[src/rtl/swire_rom_pkg.sv]
package swire_rom_pkg;
  localparam int CMD_BITS = 8;

  localparam logic [CMD_BITS-1:0] CODE_READ    = 8'h33;
  localparam logic [CMD_BITS-1:0] CODE_MATCH   = 8'h55;
  localparam logic [CMD_BITS-1:0] CODE_SEARCH  = 8'hF0;
  localparam logic [CMD_BITS-1:0] CODE_SKIP    = 8'hCC;
  localparam logic [CMD_BITS-1:0] CODE_RESUME  = 8'hA5;
  localparam logic [CMD_BITS-1:0] CODE_ODSKIP  = 8'h3C;
  localparam logic [CMD_BITS-1:0] CODE_ODMATCH = 8'h69;

  typedef enum logic [2:0] {
    ST_CMD, ST_READ, ST_MATCH, ST_SEARCH, ST_GRANT, ST_QUIET
  } romState_t;

  typedef struct packed {
    logic clrCnt;
    logic incCnt;
    logic shiftCmd;
  } dpCtl_t;
endpackage

[src/rtl/swire_rom_datapath.sv]
module swire_rom_datapath
  import swire_rom_pkg::*;
#(
  parameter int          ID_BITS = 64,
  parameter logic [63:0] ROM_ID  = 64'hB45A3C96E11F08D1
) (
  input  logic                clk,
  input  logic                rstN,
  input  dpCtl_t              ctl,
  input  logic                rxBit,
  output logic [CMD_BITS-1:0] cmdNext,
  output logic                idBit,
  output logic                cntIsLastId,
  output logic                cntIsLastCmd
);
  localparam int CNT_W = $clog2(ID_BITS);

  logic [CNT_W-1:0]    bitCnt;
  logic [CMD_BITS-1:0] cmdReg;

  // LSB-first shift: the newest bit enters at the top
  assign cmdNext      = {rxBit, cmdReg[CMD_BITS-1:1]};
  assign idBit        = ROM_ID[bitCnt];
  assign cntIsLastId  = (bitCnt == CNT_W'(ID_BITS - 1));
  assign cntIsLastCmd = (bitCnt == CNT_W'(CMD_BITS - 1));

  always_ff @(posedge clk or negedge rstN) begin
    if (!rstN) begin
      bitCnt <= '0;
      cmdReg <= '0;
    end else begin
      if (ctl.clrCnt)      bitCnt <= '0;
      else if (ctl.incCnt) bitCnt <= bitCnt + 1'b1;
      if (ctl.shiftCmd)    cmdReg <= cmdNext;
    end
  end
endmodule

[src/rtl/swire_rom_ctrl.sv]
module swire_rom_ctrl
  import swire_rom_pkg::*;
(
  input  logic                clk,
  input  logic                rstN,
  input  logic                resetStrobe,
  input  logic                longReset,
  input  logic                slotStrobe,
  input  logic                rxBit,
  input  logic [CMD_BITS-1:0] cmdNext,
  input  logic                idBit,
  input  logic                cntIsLastId,
  input  logic                cntIsLastCmd,
  output dpCtl_t              ctl,
  output logic                txBit,
  output logic                grant,
  output logic                odFlag
);
  romState_t state, stateN;
  logic [1:0] phase, phaseN;
  logic       rcFlag, rcN, odN;

  always_comb begin
    stateN = state;
    phaseN = phase;
    rcN    = rcFlag;
    odN    = odFlag;
    ctl    = '0;
    if (resetStrobe) begin
      stateN     = ST_CMD;
      phaseN     = 2'd0;
      ctl.clrCnt = 1'b1;
      if (longReset) odN = 1'b0;
    end else if (slotStrobe) begin
      unique case (state)
        ST_CMD: begin
          ctl.shiftCmd = 1'b1;
          ctl.incCnt   = 1'b1;
          if (cntIsLastCmd) begin
            ctl.clrCnt = 1'b1;
            case (cmdNext)
              CODE_READ:    begin rcN = 1'b0; stateN = ST_READ; end
              CODE_MATCH:   begin rcN = 1'b0; stateN = ST_MATCH; end
              CODE_SEARCH:  begin rcN = 1'b0; stateN = ST_SEARCH; phaseN = 2'd0; end
              CODE_SKIP:    begin rcN = 1'b0; stateN = ST_GRANT; end
              CODE_RESUME:  stateN = rcFlag ? ST_GRANT : ST_QUIET;
              CODE_ODSKIP:  begin rcN = 1'b0; odN = 1'b1; stateN = ST_GRANT; end
              CODE_ODMATCH: begin rcN = 1'b0; odN = 1'b1; stateN = ST_MATCH; end
              default:      stateN = ST_QUIET;
            endcase
          end
        end
        ST_READ: begin
          ctl.incCnt = 1'b1;
          if (cntIsLastId) stateN = ST_GRANT;
        end
        ST_MATCH: begin
          if (rxBit != idBit) stateN = ST_QUIET;
          else begin
            ctl.incCnt = 1'b1;
            if (cntIsLastId) begin rcN = 1'b1; stateN = ST_GRANT; end
          end
        end
        ST_SEARCH: begin
          if (phase != 2'd2) phaseN = phase + 2'd1;
          else begin
            phaseN = 2'd0;
            if (rxBit != idBit) stateN = ST_QUIET;
            else begin
              ctl.incCnt = 1'b1;
              if (cntIsLastId) begin rcN = 1'b1; stateN = ST_GRANT; end
            end
          end
        end
        default: ;
      endcase
    end
  end

  always_comb begin
    case (state)
      ST_READ:   txBit = idBit;
      ST_SEARCH: txBit = (phase == 2'd0) ? idBit : (phase == 2'd1) ? !idBit : 1'b1;
      default:   txBit = 1'b1;
    endcase
  end

  assign grant = (state == ST_GRANT);

  always_ff @(posedge clk or negedge rstN) begin
    if (!rstN) begin
      state  <= ST_CMD;
      phase  <= 2'd0;
      rcFlag <= 1'b0;
      odFlag <= 1'b0;
    end else begin
      state  <= stateN;
      phase  <= phaseN;
      rcFlag <= rcN;
      odFlag <= odN;
    end
  end

  assert_reset_silences_R11: assert property (@(posedge clk) disable iff (!rstN)
    resetStrobe |=> (!grant && txBit));

  assert_long_reset_clears_od_R10: assert property (@(posedge clk) disable iff (!rstN)
    (resetStrobe && longReset) |=> !odFlag);

  assert_short_reset_keeps_od_R10: assert property (@(posedge clk) disable iff (!rstN)
    (resetStrobe && !longReset) |=> (odFlag == $past(odFlag)));

  assert_search_complement_R5: assert property (@(posedge clk) disable iff (!rstN)
    (slotStrobe && !resetStrobe && state == ST_SEARCH && phase == 2'd0)
      |=> (txBit == !$past(txBit)));

  assert_resume_flag_source_R7: assert property (@(posedge clk) disable iff (!rstN)
    $rose(rcFlag) |-> ($past(state) == ST_MATCH || $past(state) == ST_SEARCH));

  assert_grant_follows_slot_R6: assert property (@(posedge clk) disable iff (!rstN)
    $rose(grant) |-> $past(slotStrobe));
endmodule

[src/rtl/swire_rom_addr.sv]
module swire_rom_addr
  import swire_rom_pkg::*;
#(
  parameter int          ID_BITS = 64,
  parameter logic [63:0] ROM_ID  = 64'hB45A3C96E11F08D1
) (
  input  logic clk,
  input  logic rstN,
  input  logic resetStrobe,
  input  logic longReset,
  input  logic slotStrobe,
  input  logic rxBit,
  output logic txBit,
  output logic grant,
  output logic odFlag
);
  dpCtl_t              ctl;
  logic [CMD_BITS-1:0] cmdNext;
  logic                idBit, cntIsLastId, cntIsLastCmd;

  swire_rom_datapath #(.ID_BITS(ID_BITS), .ROM_ID(ROM_ID)) u_dp (
    .clk(clk), .rstN(rstN), .ctl(ctl), .rxBit(rxBit),
    .cmdNext(cmdNext), .idBit(idBit),
    .cntIsLastId(cntIsLastId), .cntIsLastCmd(cntIsLastCmd)
  );

  swire_rom_ctrl u_ctrl (
    .clk(clk), .rstN(rstN), .resetStrobe(resetStrobe), .longReset(longReset),
    .slotStrobe(slotStrobe), .rxBit(rxBit), .cmdNext(cmdNext), .idBit(idBit),
    .cntIsLastId(cntIsLastId), .cntIsLastCmd(cntIsLastCmd),
    .ctl(ctl), .txBit(txBit), .grant(grant), .odFlag(odFlag)
  );
endmodule

[config.mk]
export PLATFORM = sky130hd
export DESIGN_NAME = swire_rom_addr
export DESIGN_NICKNAME = d
export VERILOG_FILES = /design/src/rtl/swire_rom_pkg.sv /design/src/rtl/swire_rom_datapath.sv /design/src/rtl/swire_rom_ctrl.sv /design/src/rtl/swire_rom_addr.sv
export SDC_FILE = /design/constraint.sdc
export NUM_CORES = 1
export LEC_CHECK = 0
export BUFFER_PORTS_ARGS = -buffer_cell sky130_fd_sc_hd__buf_2
export CAP_MARGIN = 30
export CORE_MARGIN = 3
export CORE_UTILIZATION = 50
export CTS_BUF_LIST = sky130_fd_sc_hd__clkbuf_4 sky130_fd_sc_hd__clkbuf_8 sky130_fd_sc_hd__clkbuf_16
export DETAILED_ROUTE_END_ITERATION = 8
export PLACE_DENSITY_LB_ADDON = 0.1
export SLEW_MARGIN = 20
export SYNTH_ARGS = -nofsm -noshare
export SYNTH_HDL_FRONTEND = slang
export SYNTH_SLANG_ARGS = --single-unit
[constraint.sdc]
create_clock -name clk -period 2.6 [get_ports clk]
set_input_delay 0.52 -clock clk [delete_from_list [all_inputs] [get_ports clk]]
set_output_delay 0.52 -clock clk [all_outputs]
set_load 0.01 [all_outputs]
* Word-level counts from Yosys, hierarchy flattened
Memories as Yosys holds them, arrays and structs flattened. Index checks and enable logic that the tools add are counted. Widths: inputs -> output; s select.
Cells by class: reduce and logical (&&, ||, !) cells 20, order comparisons 1, mux-type cells 42, equality and inequality tests 23, bitwise gates (word level) 1, add/sub/neg operators 2
Operators with widths (number):
- $eq 8x8->1 const B | 3
- $mux 1 | 21
- $mux 3 | 7
- $eq 8x6->1 const B | 2
- $eq 8x7->1 const B | 2
- $pmux 3 s5 | 1
- $mux 2 | 6
- $mux 6 | 2
- $pmux 3 s4 | 1
- $reduce_bool 2->1 | 5
- $ne 3x3->1 const B | 3
- $ne 2x2->1 const B | 4
- $reduce_and 4->1 | 2
- $reduce_or 2->1 | 4
- $lt 6x7->1 const B | 1
- $add 6x1->6 const B | 1
- $eq 3x2->1 const B | 2
- $eq 6x3->1 const B | 1
- $eq 6x6->1 const B | 1
- $pmux 1 s3 | 2
- $reduce_and 6->1 | 1
- $reduce_bool 3->1 | 2
- $reduce_or 6->1 | 1
- $reduce_and 5->1 | 1
- other kinds (13) | 13
Storage, ports and cells: flip-flop bits (word level) 21, memories kept 1, output and inout bits 3, bits in read-only memories 64
Memories:
- (name not given) | depth 64, width 1, read ports 1, clocked after memory_dff 0, wr ports 0, RTL line swire_rom_datapath.sv:23 | assign idBit = ROM_ID[bitCnt];

* Longest topological paths before layout
Gate-level depths: netlist (run 1).
depth in word-level cells 10, gate-level depth with buffers 10, mapped depth without buffers 10

* Modules after synthesis
A second synthesis (run 1) with hierarchy kept.
Second synthesis, totals: cells, all modules 160, area, all modules 1473.9 sq um
Modules (own cells, without submodules):
- swire_rom_datapath | cells each 75, times used 1, area an instance 793.3 sq um
- swire_rom_ctrl | cells each 85, times used 1, area an instance 680.7 sq um

* Least setup slack after synthesis (run 1)
No wires, ideal clock.
path type register to output, start register u_dp.bitCnt[0], end output txBit, arrival 2.086 ns, required time 2.080 ns, setup slack -0.006 ns, buffers on the path 0, stages on the path, launching flop included 11, cells stage by stage dfrtp_1 inv_1 ha_1 inv_1 ha_1 mux2i_1 o32ai_1 a211oi_4 a21o_2 a21oi_1 o211ai_1
On the way: word-level cells in the longest chain between the ends 6
Ends and longest elaborated chain:
- start, declared | RTL line swire_rom_datapath.sv:18 | logic [CNT_W-1:0] bitCnt;
- start signal, assigned | RTL line swire_rom_datapath.sv:33 | else if (ctl.incCnt) bitCnt <= bitCnt + 1'b1;
- $mem_v2 64x1 (*)
- $mux 1 (implied by the code) (*) | RTL line swire_rom_datapath.sv:23
- $logic_not 1->1 | RTL line swire_rom_ctrl.sv:83 | ST_SEARCH: txBit = (phase == 2'd0) ? idBit : (phase == 2'd1) ? !idBit : 1'b1;
- $mux 1 (2 in series) | RTL line swire_rom_ctrl.sv:83
- $pmux 1 s2 (*) | RTL line swire_rom_ctrl.sv:81 | case (state)
- end, declared | RTL line swire_rom_addr.sv:13 | output logic txBit,
Mark *: on every way between the ends. The rest lies on a longest branch, timed or not. The select of a mux whose other input is x is not followed.

* Final worst setup path (run 1)
start register u_dp.bitCnt[1], end output txBit
Same word-level chain as after synthesis.

==> results by group, run 1 <==
Outcome
  – Status: complete, but fails checks
  – Failing checks: setup timing

Worst setup path
  – Critical Path Max Stage Delay: ~0.46 ns
  – Delay-heaviest family, CP: compound AO/OA/AOI/OAI gates
  – Crit path kind: reg -> out
  – Crit start category: flip-flop
  – Worst-path maximum fanout: 5
  – CP required: roughly 2.1 ns
  – CP startpoint: u_dp.bitCnt[1]
  – Reg2reg start: u_dp.bitCnt[1]
  – Buffers & Inverters on Critical Path: 3
  – CP arrival: ~2.3 ns
  – CP max stage cell: dfrtp_2
  – CP Cell Sequence: inv_2 > ha_4 > inv_2 > ha_4 > mux2i_2 > o32ai_2 > a211oi_4 > nand4_1 > a21oi_2 > o211ai_1 > buf_2
  – Crit. End Element: primary output

STA
  – Final min period: 2.78 ns
  – Fin. max-slew vios: 0
  – RSZ-0062 raised after global routing: true
  – Slew @ Worst Pin: about 0.48 ns
  – Setup slack after layout: -0.176 ns
  – Final Hold Violating Endpoints: 0
  – Clock skew: 0.0108 ns
  – Peak Freq: 360 MHz
  – WHS: 0.144 ns
  – Max transition margin: 0.681
  – Final setup viols: 1
  – Final Cycle Share: 1.07

CTS
  – Worst-path clk slew: 0.12 ns
  – Clock sink count: 20
  – CTS root buf: clkbuf_4
  – Worst-Skew Late Latency: between 0.3 and 0.4 ns
  – Total number of H-tree levels: 1
  – TritonCTS clock tree: built
  – Total CTS buffers: 3
  – Largest buffer count on any clock path: 2
  – Hold buffers post-CTS: 0

Yosys
  – EDFF count, synth: 0
  – YS warnings: 0
  – Synthesized Nets: 194
  – Sequential cell area fraction in the yosys report: 0.313
  – Seq cells post-synth: 20
  – Post-synth ARST share: 1.00
  – Ys flop type: dfrtp_1
  – Cells after Synth: ~180
  – Cell area after synthesis: around 1600 µm²
  – Distinct cells, synth: between 50 and 60
  – Post-Syn Area per Cell: approximately 8.8 µm²

Pwr
  – Net Switching: 622 µW
  – Worst IR Drop VDD: 0.426 mV
  – Switching share of power: 0.421
  – Cell internal pwr: around 850 µW
  – Sequential power share: 0.355
  – Logic pwr share: 0.521
  – Power share of the clock group: 0.124
  – Pwr per Cell Area: ~800 nW/µm²
  – Lkg Pwr: roughly 0.74 nW

Floorplanning
  – Die X-Extent: 62.6 µm
  – Initial core utilization: 0.552
  – Die area: 3920 µm²
  – # rows: 19
  – Ports: 9
  – Die span in y: between 60 and 70 µm
  – Total core area: 2900 µm²

Drt
  – DR pass1 iterations: 5
  – Total number of vias: between 1,000 and 1,500
  – DRC viols: 0
  – Routed WL: about 3700 µm
  – Post-route ant nets: 0
  – DR iter-0 viols: 70
  – Via density: a little over 6
  – Avg WL per Cell: approximately 16 µm

Cells and area
  – Final nets: around 210
  – Register Area: 503 µm²
  – Area Overhead vs Synth: 13.2%
  – Number of fill cells: approximately 270
  – Antenna diode count: 0
  – Layout cells sized above 1: 0.247
  – Footprint of the multi-input gates: between 1000 and 1500 µm²

Global route
  – First-pass GRT wire length: between 6000 and 7000 µm
  – Vias in the first global route: 1,439
  – Remaining global-route overflow: 0
  – Gr usage total: 0.201
  – Antenna violations before repair: 0
  – Largest net degree at the start of global routing: 21

Placed design
  – Post-DP HPWL: ~2700 µm
  – Dpl ws: -0.0142 ns
  – Gpl congestion: ~0.98
  – Port Buf Inserts: 8

Run
  – Max cap viols: 0

Min path
  – Hold WC Path Type: in -> async
-- power by group through the flow --
stage                     Combinational [mW]  Sequential (mW)  Clock [mW]
final                                  0.770            0.524       0.182
after global routing                   0.863            0.545       0.207
after CTS                              0.735            0.518       0.188
after detailed placement               0.649            0.528           0
after global placement                 0.634            0.522           0
after floorplan                        0.523            0.485           0
-- synth_stat cells (4+ instances only) --
cell type	n	area (µm²)
dfrtp_1	20	500
a21oi_1	12	60.1
nand2_1	12	45.0
inv_1	11	41.3
o21ai_0	11	55.1
nor2_1	10	37.5
nand3_1	9	45.0
ha_1	7	87.6
mux2_2	7	78.8
or4bb_1	7	78.8
nand2b_1	6	37.5
mux2i_1	5	50.1
clkbuf_1	4	15.0
nor3_1	4	20.0
o21ai_1	4	20.0
-- path summary, 6_finish.rpt --
path	cells after the start	endpoint	slack, ns
worst max-delay path	11	txBit	-0.18
worst min-delay path	1	u_ctrl.state[1]	0.14
worst max register to register	11	u_dp.bitCnt[3]	0.08
worst min register to register	2	u_ctrl.odFlag	0.55
max in group asynchronous	1	u_dp.bitCnt[2]	2.10
min in group clk	2	u_ctrl.odFlag	0.37
-- metal layers --
| metal | track usage | vias up | routed length, µm |
|---|---|---|---|
| li1 | - | 712 | - |
| met1 | 0.270 | 716 | 1710 |
| met2 | 0.338 | 36 | 1780 |
| met3 | 0.0306 | 8 | 119 |
| met4 | 0.0496 | 0 | 55 |
| met5 | 0 | - | 0 |
-- through the flow --
| step | util | setup TNS, ns | cells | power, mW | instance area [µm²] |
|---|---|---|---|---|---|
| after floorplan | - | 0 | 181 | 1.01 | 1600 |
| after global placement | 0.581 | 0 | 228 | 1.16 | 1690 |
| after detailed placement | 0.581 | -0.0142 | 228 | 1.18 | 1690 |
| after CTS | 0.617 | -0.228 | 236 | 1.44 | 1790 |
| after global routing | 0.625 | -0.405 | 236 | 1.62 | 1810 |
| final | 0.625 | -0.176 | 236 | 1.48 | 1810 |
-- cell type report --
cell class	instances	share of cell area
repair buffers	16	0.0552
multi-input cells	143	0.595
well taps	42	0.0290
inverters	11	0.0228
flip-flops and latches	20	0.278
clock buffers	4	0.0200
-- logic make-up after synthesis --
kind of cell,after synthesis,share of synthesized area
XOR/XNOR,1,0.00547
multiplexers,13,0.0899
buffers and inverters,18,0.0493
adder cells (fa/ha/maj),7,0.0547
AO/OA/AOI/OAI,52,0.227
AND/OR/NAND/NOR,70,0.261
flip-flops,20,0.313
-- registers in the layout (all words and copies together), names as in the netlist --
| signal | flops |
|---|---|
| u_dp.bitCnt | 6 |
| u_ctrl.state | 3 |
| u_ctrl.odFlag | 1 |
| u_ctrl.rcFlag | 1 |
| u_ctrl.phase | 2 |
| u_dp.cmdReg | 7 |
-- timing repair --
action                                  in CTS  in global routing
endpoints found under the setup margin       4                  4
setup buffers                                4                  0
pin swaps                                    6                  2
gates resized for setup                      9                  5
-- cells in the final DEF (no fill, tap or decap), types with 2 or more instances in the layout --
cell,netlist,routed
mux2i_1,5,4
o22ai_1,3,3
dfrtp_2,0,2
nor2_1,10,10
ha_4,0,2
nand2_1,12,12
nor4_1,2,2
a2111o_1,3,3
a21oi_1,12,11
buf_2,0,8
clkbuf_4,0,3
nor4b_1,2,2
inv_1,11,8
and2_4,1,2
ha_1,7,4
or4bb_1,7,7
o21ai_1,4,4
nand2b_1,6,6
or2_2,2,2
a31oi_1,3,3
nor3_1,4,4
inv_2,0,3
buf_4,1,8
nand4_1,3,3
nor2b_1,3,3
mux2_2,7,7
dfrtp_1,20,18
and3_1,2,2
o21ai_0,11,11
nand3_1,9,9
No activity file was read; power rests on OpenSTA's default activity.
==> inputs of run 2 (changes only) <==
CORE_ASPECT_RATIO = 0.75   (was not set)
==> results by group, run 2 (same netlist as run 1, synthesis figures left out) <==
Drt
  – Total number of vias: between 1,500 and 2,000
  – DRC viols: 0
  – Routed WL: about 4100 µm
  – Post-route ant nets: 0
  – DR iter-0 viols: roughly 250
  – DR pass1 iterations: 5
  – Via density: 6.62
  – Avg WL per Cell: between 15 and 20 µm

Cells and area
  – Core Util, Final: 0.630
  – Most frequent cells in the layout: dfrtp_1, nand2_1, a21oi_1, o21ai_0, buf_4
  – Final nets: 211
  – Max reg flops: 7
  – Area Overhead vs Synth: 18.0%
  – Layout Cells excl Fill: around 240
  – Number of fill cells: 256
  – Footprint of the multi-input gates: 1100 µm²
  – Biggest register: u_dp.cmdReg
  – Layout cells sized above 1: 0.259
  – Register Area: 502 µm²
  – Most common cell after layout, fill and taps aside: dfrtp_1
  – Antenna diode count: 0
  – Biggest regs: u_dp.cmdReg (7), u_dp.bitCnt (6), u_ctrl.state (3)

Pwr
  – Worst IR Drop VDD: 0.469 mV
  – Net Switching: roughly 700 µW
  – Lkg Pwr: 0.778 nW
  – Sequential power share: 0.316
  – Cell internal pwr: 992 µW
  – Switching share of power: 0.410
  – Logic pwr share: 0.493
  – Power share of the clock group: 0.191
  – Pwr per Cell Area: 890 nW/µm²

Run
  – Max cap viols: 0

Worst setup path
  – Crit. End Element: primary output
  – Worst reg2reg path depth: 11
  – CP max stage cell: dfrtp_1
  – Worst-path maximum fanout: 4
  – CP required: ~2.1 ns
  – Crit start category: flip-flop
  – CP arrival: 2.27 ns
  – CP Cell Sequence: buf_4 > ha_2 > ha_1 > mux2i_1 > nand3b_1 > and2_4 > a21o_2 > a21oi_2 > o211ai_1 > buf_2
  – Crit path kind: reg -> out
  – Critical Path Max Stage Delay: 0.42 ns

STA
  – Slew @ Worst Pin: between 0.4 and 0.5 ns
  – Final min period: roughly 2.8 ns
  – RSZ-0062 raised after global routing: true
  – Clock skew: between 0.009 and 0.01 ns
  – Peak Freq: ~360 MHz
  – Setup slack after layout: -0.193 ns
  – WHS: 0.188 ns
  – Final setup viols: 1
  – Max transition margin: 0.688
  – Final Cycle Share: 1.07
  – Fin. max-slew vios: 0
  – Final Hold Violating Endpoints: 0

Placed design
  – DP Cell Count: about 230
  – Port Buf Inserts: 8
  – Post-DP HPWL: just over 3000 µm
  – Gpl congestion: 0.861

CTS
  – Clock sink count: 20
  – Total number of H-tree levels: 1
  – TritonCTS clock tree: built
  – CTS root buf: clkbuf_8
  – Worst-path clk slew: roughly 0.09 ns
  – Largest buffer count on any clock path: 2
  – Worst-Skew Late Latency: ~0.27 ns
  – Total CTS buffers: 3

Floorplanning
  – Die area: slightly below 4000 µm²
  – # rows: 17
  – Die span in y: roughly 55 µm
  – Total core area: approximately 3000 µm²
  – Die X-Extent: 71.3 µm
  – Ports: 9
  – Initial core utilization: 0.534

Outcome
  – Failing checks: setup timing
  – Status: complete, but fails checks

Global route
  – Antenna violations before repair: 0
  – Gr usage total: 0.222
  – Remaining global-route overflow: 0
  – Vias in the first global route: 1,383
  – First-pass GRT wire length: 6670 µm
  – Largest net degree at the start of global routing: 21

Min path
  – Hold WC Path Type: in -> async
==> run 2: area by class of cell <==
type / count / area share
clock buffer: 3 / 0.0219
tap: 38 / 0.0252
clock inverter: 1 / 0.0159
sequential: 20 / 0.266
multi-input combinational: 143 / 0.584
timing repair buffer: 19 / 0.0649
inverter: 11 / 0.0219
==> run 2: metrics by stage <==
stage	worst slack, ns	power (mW)	TNS [ns]	area [µm²]
floorplan	0.0498	1.01	0	1600
global placement	0.144	1.18	0	1700
detailed placement	0.0696	1.20	0	1700
CTS	-0.199	1.58	-0.199	1830
global route	-0.285	1.80	-0.302	1890
finish	-0.193	1.68	-0.193	1890
==> run 2: routing by layer <==
layer / global-route usage / wire, µm
met1: 0.330 / 1900
met2: 0.326 / 1720
met3: 0.0451 / 455
met4: 0.0531 / 68
met5: 0 / 0
==> run 2: path summary, 6_finish.rpt <==
kind | start | endpoint | slack (ns)
min in group clk | longReset | u_ctrl.odFlag | 0.42
min | rstN | u_ctrl.rcFlag | 0.19
min reg2reg | u_ctrl.odFlag | u_ctrl.odFlag | 0.54
max in group asynchronous | rstN | u_dp.bitCnt[2] | 2.06
max reg2reg | u_dp.bitCnt[1] | u_dp.bitCnt[5] | 0.11
max | u_dp.bitCnt[1] | txBit | -0.19
==> run 2: power by group through the flow <==
stage          clock (mW)  sequential, mW  combinational [mW]
2_1_floorplan           0           0.485               0.523
3_3_place_gp            0           0.518               0.658
3_5_place_dp            0           0.528               0.670
4_1_cts             0.331           0.520               0.725
5_1_grt             0.344           0.553               0.901
6_report            0.321           0.532               0.829
==> run 2: what timing repair did <==
action / CTS / global route
setup buffers: 4 / 1
setup endpoints to repair: 1 / 9
hold endpoints to repair: 0 / 0
hold buffers: 0 / 0
gates resized for setup: 6 / 11
pin swaps: 7 / 9
==> run 2: worst max-delay path: cells and delay by family (launching register included) <==
family	cells	cell delay (ns)
AOI/OAI and AO/OA	3	0.41
adders and majority gates	2	0.37
buffers and inverters	2	0.31
DFF	1	0.42
muxes	1	0.15
and+or+nand+nor	2	0.35
==> inputs of run 3 (changes only) <==
ABC_AREA = 1   (was not set)
==> results by group, run 3 <==
Yosys
  – Sequential cell area fraction in the yosys report: 0.330
  – Cell area after synthesis: between 1500 and 2000 µm²
  – Post-Syn Area per Cell: 6.78 µm²
  – Largest cells by area after synthesis: dfrtp_1, nand2_1, nand3_1
  – Most common cell in the netlist: nand2_1
  – Share of the synthesized area in the top cell type: 0.330
  – Yosys top cell by area: dfrtp_1
  – Top cells by count, synth: nand2_1, inv_1, nor2_1
  – Distinct cells, synth: 27
  – Ys flop type: dfrtp_1
  – YS warnings: 0
  – Synthesized Nets: about 240
  – Post-synth ARST share: 1.00
  – Cells after Synth: around 220
  – Seq cells post-synth: 20
  – EDFF count, synth: 0

Worst setup path
  – Crit start category: flip-flop
  – CP arrival: ~2.1 ns
  – Reg2reg start: u_dp.bitCnt[0]
  – CP required: roughly 2.1 ns
  – Crit. End Element: primary output
  – Worst-path maximum fanout: 6
  – CP startpoint: u_dp.bitCnt[0]
  – Crit path kind: reg -> out

Drt
  – Avg WL per Cell: about 14 µm
  – DR pass1 iterations: 4
  – DRC viols: 0
  – DR iter-0 viols: approximately 130
  – Routed WL: 3860 µm
  – Via density: ~5.7
  – Post-route ant nets: 0
  – Total number of vias: ~1,600

Global route
  – Met3 Usage GRT: 0.0578
  – Met2 usage: 0.351
  – Largest net degree at the start of global routing: 21
  – Gr usage total: 0.227
  – Met1 usage: 0.308
  – Remaining global-route overflow: 0
  – Antenna violations before repair: 0
  – First-pass GRT wire length: between 6000 and 7000 µm
  – Layer with the highest usage: met2
  – Vias in the first global route: roughly 1,500

CTS
  – Largest buffer count on any clock path: 2
  – Total CTS buffers: 3
  – CTS root buf: clkbuf_8
  – Clock sink count: 20
  – Worst-Skew Late Latency: 0.27 ns
  – Hold buffers post-CTS: 0
  – Total number of H-tree levels: 1
  – Worst-path clk slew: around 0.080 ns
  – TritonCTS clock tree: built

Pwr
  – Worst IR Drop VDD: 0.387 mV
  – Lkg Pwr: 0.907 nW
  – Pwr per Cell Area: 641 nW/µm²

STA
  – Clock skew: between 0.005 and 0.006 ns
  – Final min period: 2.62 ns
  – WHS: between 0.15 and 0.2 ns
  – Setup slack after layout: -0.0153 ns
  – Peak Freq: ~380 MHz
  – Slew @ Worst Pin: 0.568 ns
  – RSZ-0062 raised after global routing: true
  – Final Cycle Share: 1.01
  – Final setup viols: 1
  – Fin. max-slew vios: 0
  – Final Hold Violating Endpoints: 0
  – Max transition margin: 0.620

Min path
  – Hold WC Path Type: in -> async

Placed design
  – DP Cell Count: ~270
  – Post-DP HPWL: ~2700 µm
  – Gpl congestion: around 0.89
  – Cell Area, Placed: approximately 1600 µm²
  – Port Buf Inserts: 8
  – Dpl ws: around 0.17 ns

Cells and area
  – Antenna diode count: 0
  – Biggest regs: u_dp.cmdReg (7), u_dp.bitCnt (6), u_ctrl.state (3)
  – Biggest register: u_dp.cmdReg
  – Max reg flops: 7
  – Layout cells sized above 1: 0.213
  – Final Instance Area: between 1500 and 2000 µm²
  – Final nets: between 200 and 300
  – Area Overhead vs Synth: 17.6%
  – Most common cell after layout, fill and taps aside: nand2_1
  – Core Util, Final: 0.651
  – Most frequent cells in the layout: nand2_1, inv_1, nor2_1
  – Layout Cells excl Fill: between 200 and 300
  – Number of fill cells: 243

Floorplanning
  – Ports: 9
  – Die X-Extent: 69.6 µm
  – Die span in y: roughly 54 µm
  – Total core area: 2740 µm²
  – Initial core utilization: 0.553
  – Die area: roughly 3700 µm²
  – # rows: 16

Outcome
  – Status: complete, but fails checks
  – Failing checks: setup timing

Run
  – Max cap viols: 0
[run 3: layout make-up]
type / instances / area, µm² / share of cell area
Clock buffer: 3 / 41.3 / 0.0231
Clock inverter: 1 / 30.0 / 0.0168
Inverter: 31 / 116 / 0.0652
Sequential cell: 20 / 503 / 0.282
Tap cell: 36 / 45.0 / 0.0252
Timing Repair Buffer: 15 / 92.6 / 0.0519
Multi-Input combinational cell: 170 / 956 / 0.536
[run 3: logic make-up (layout without fill, tap and decap cells)]
group           after synthesis  count (layout)  share of synthesized area
compound gates               25              25                     0.0956
xor+xnor                      3               3                     0.0173
fa+ha+maj                     7               7                     0.0577
buf+inv                      34              50                     0.0907
flops                        20              20                      0.330
mux                           1               1                    0.00742
simple gates                134             134                      0.401
[run 3: per-layer routing]
metal | vias to the layer above | part of all wire
li1 | 769 | -
met1 | 738 | 0.47
met2 | 51 | 0.46
met3 | 4 | 0.069
met4 | 0 | 0.0062
met5 | - | 0
[run 3: power breakdown]
group	total (mW)	switching (mW)	internal [mW]
combinational	0.369	0.227	0.142
clock	0.323	0.117	0.206
sequential	0.452	0.0779	0.374
[run 3: per-stage QoR]
| stage | TNS (ns) | power (mW) |
|---|---|---|
| after floorplan | 0 | 0.688 |
| after global placement | 0 | 0.761 |
| after detailed placement | 0 | 0.772 |
| after CTS | 0 | 1.11 |
| after global routing | -0.143 | 1.23 |
| final | -0.0153 | 1.14 |
[run 3: path summary, 6_finish.rpt]
check	to	slack (ns)	cells past startpoint
max in group asynchronous	u_dp.bitCnt[1]	2.06	1
min reg2reg	u_ctrl.rcFlag	0.53	2
max	txBit	-0.02	15
min in group clk	u_ctrl.odFlag	0.43	2
max reg2reg	u_dp.bitCnt[0]	0.46	14
min	u_ctrl.phase[0]	0.19	1
[run 3: what timing repair did]
action,CTS,global route
pin swaps,0,9
setup buffers,3,3
setup endpoints to repair,1,1
gates resized for setup,6,18
[run 3: worst max-delay path: stages, from the launching register on]
cell     delay (ns)
dfrtp_2        0.46
inv_2          0.09
ha_4           0.12
inv_2          0.04
ha_4           0.16
nor2_4         0.10
nor2_1         0.06
o21ai_1        0.09
nand2_1        0.08
nand2_2        0.11
nand2_4        0.07
inv_2          0.07
nand3_2        0.06
nand3_2        0.08
nand4_1        0.09
buf_2          0.16
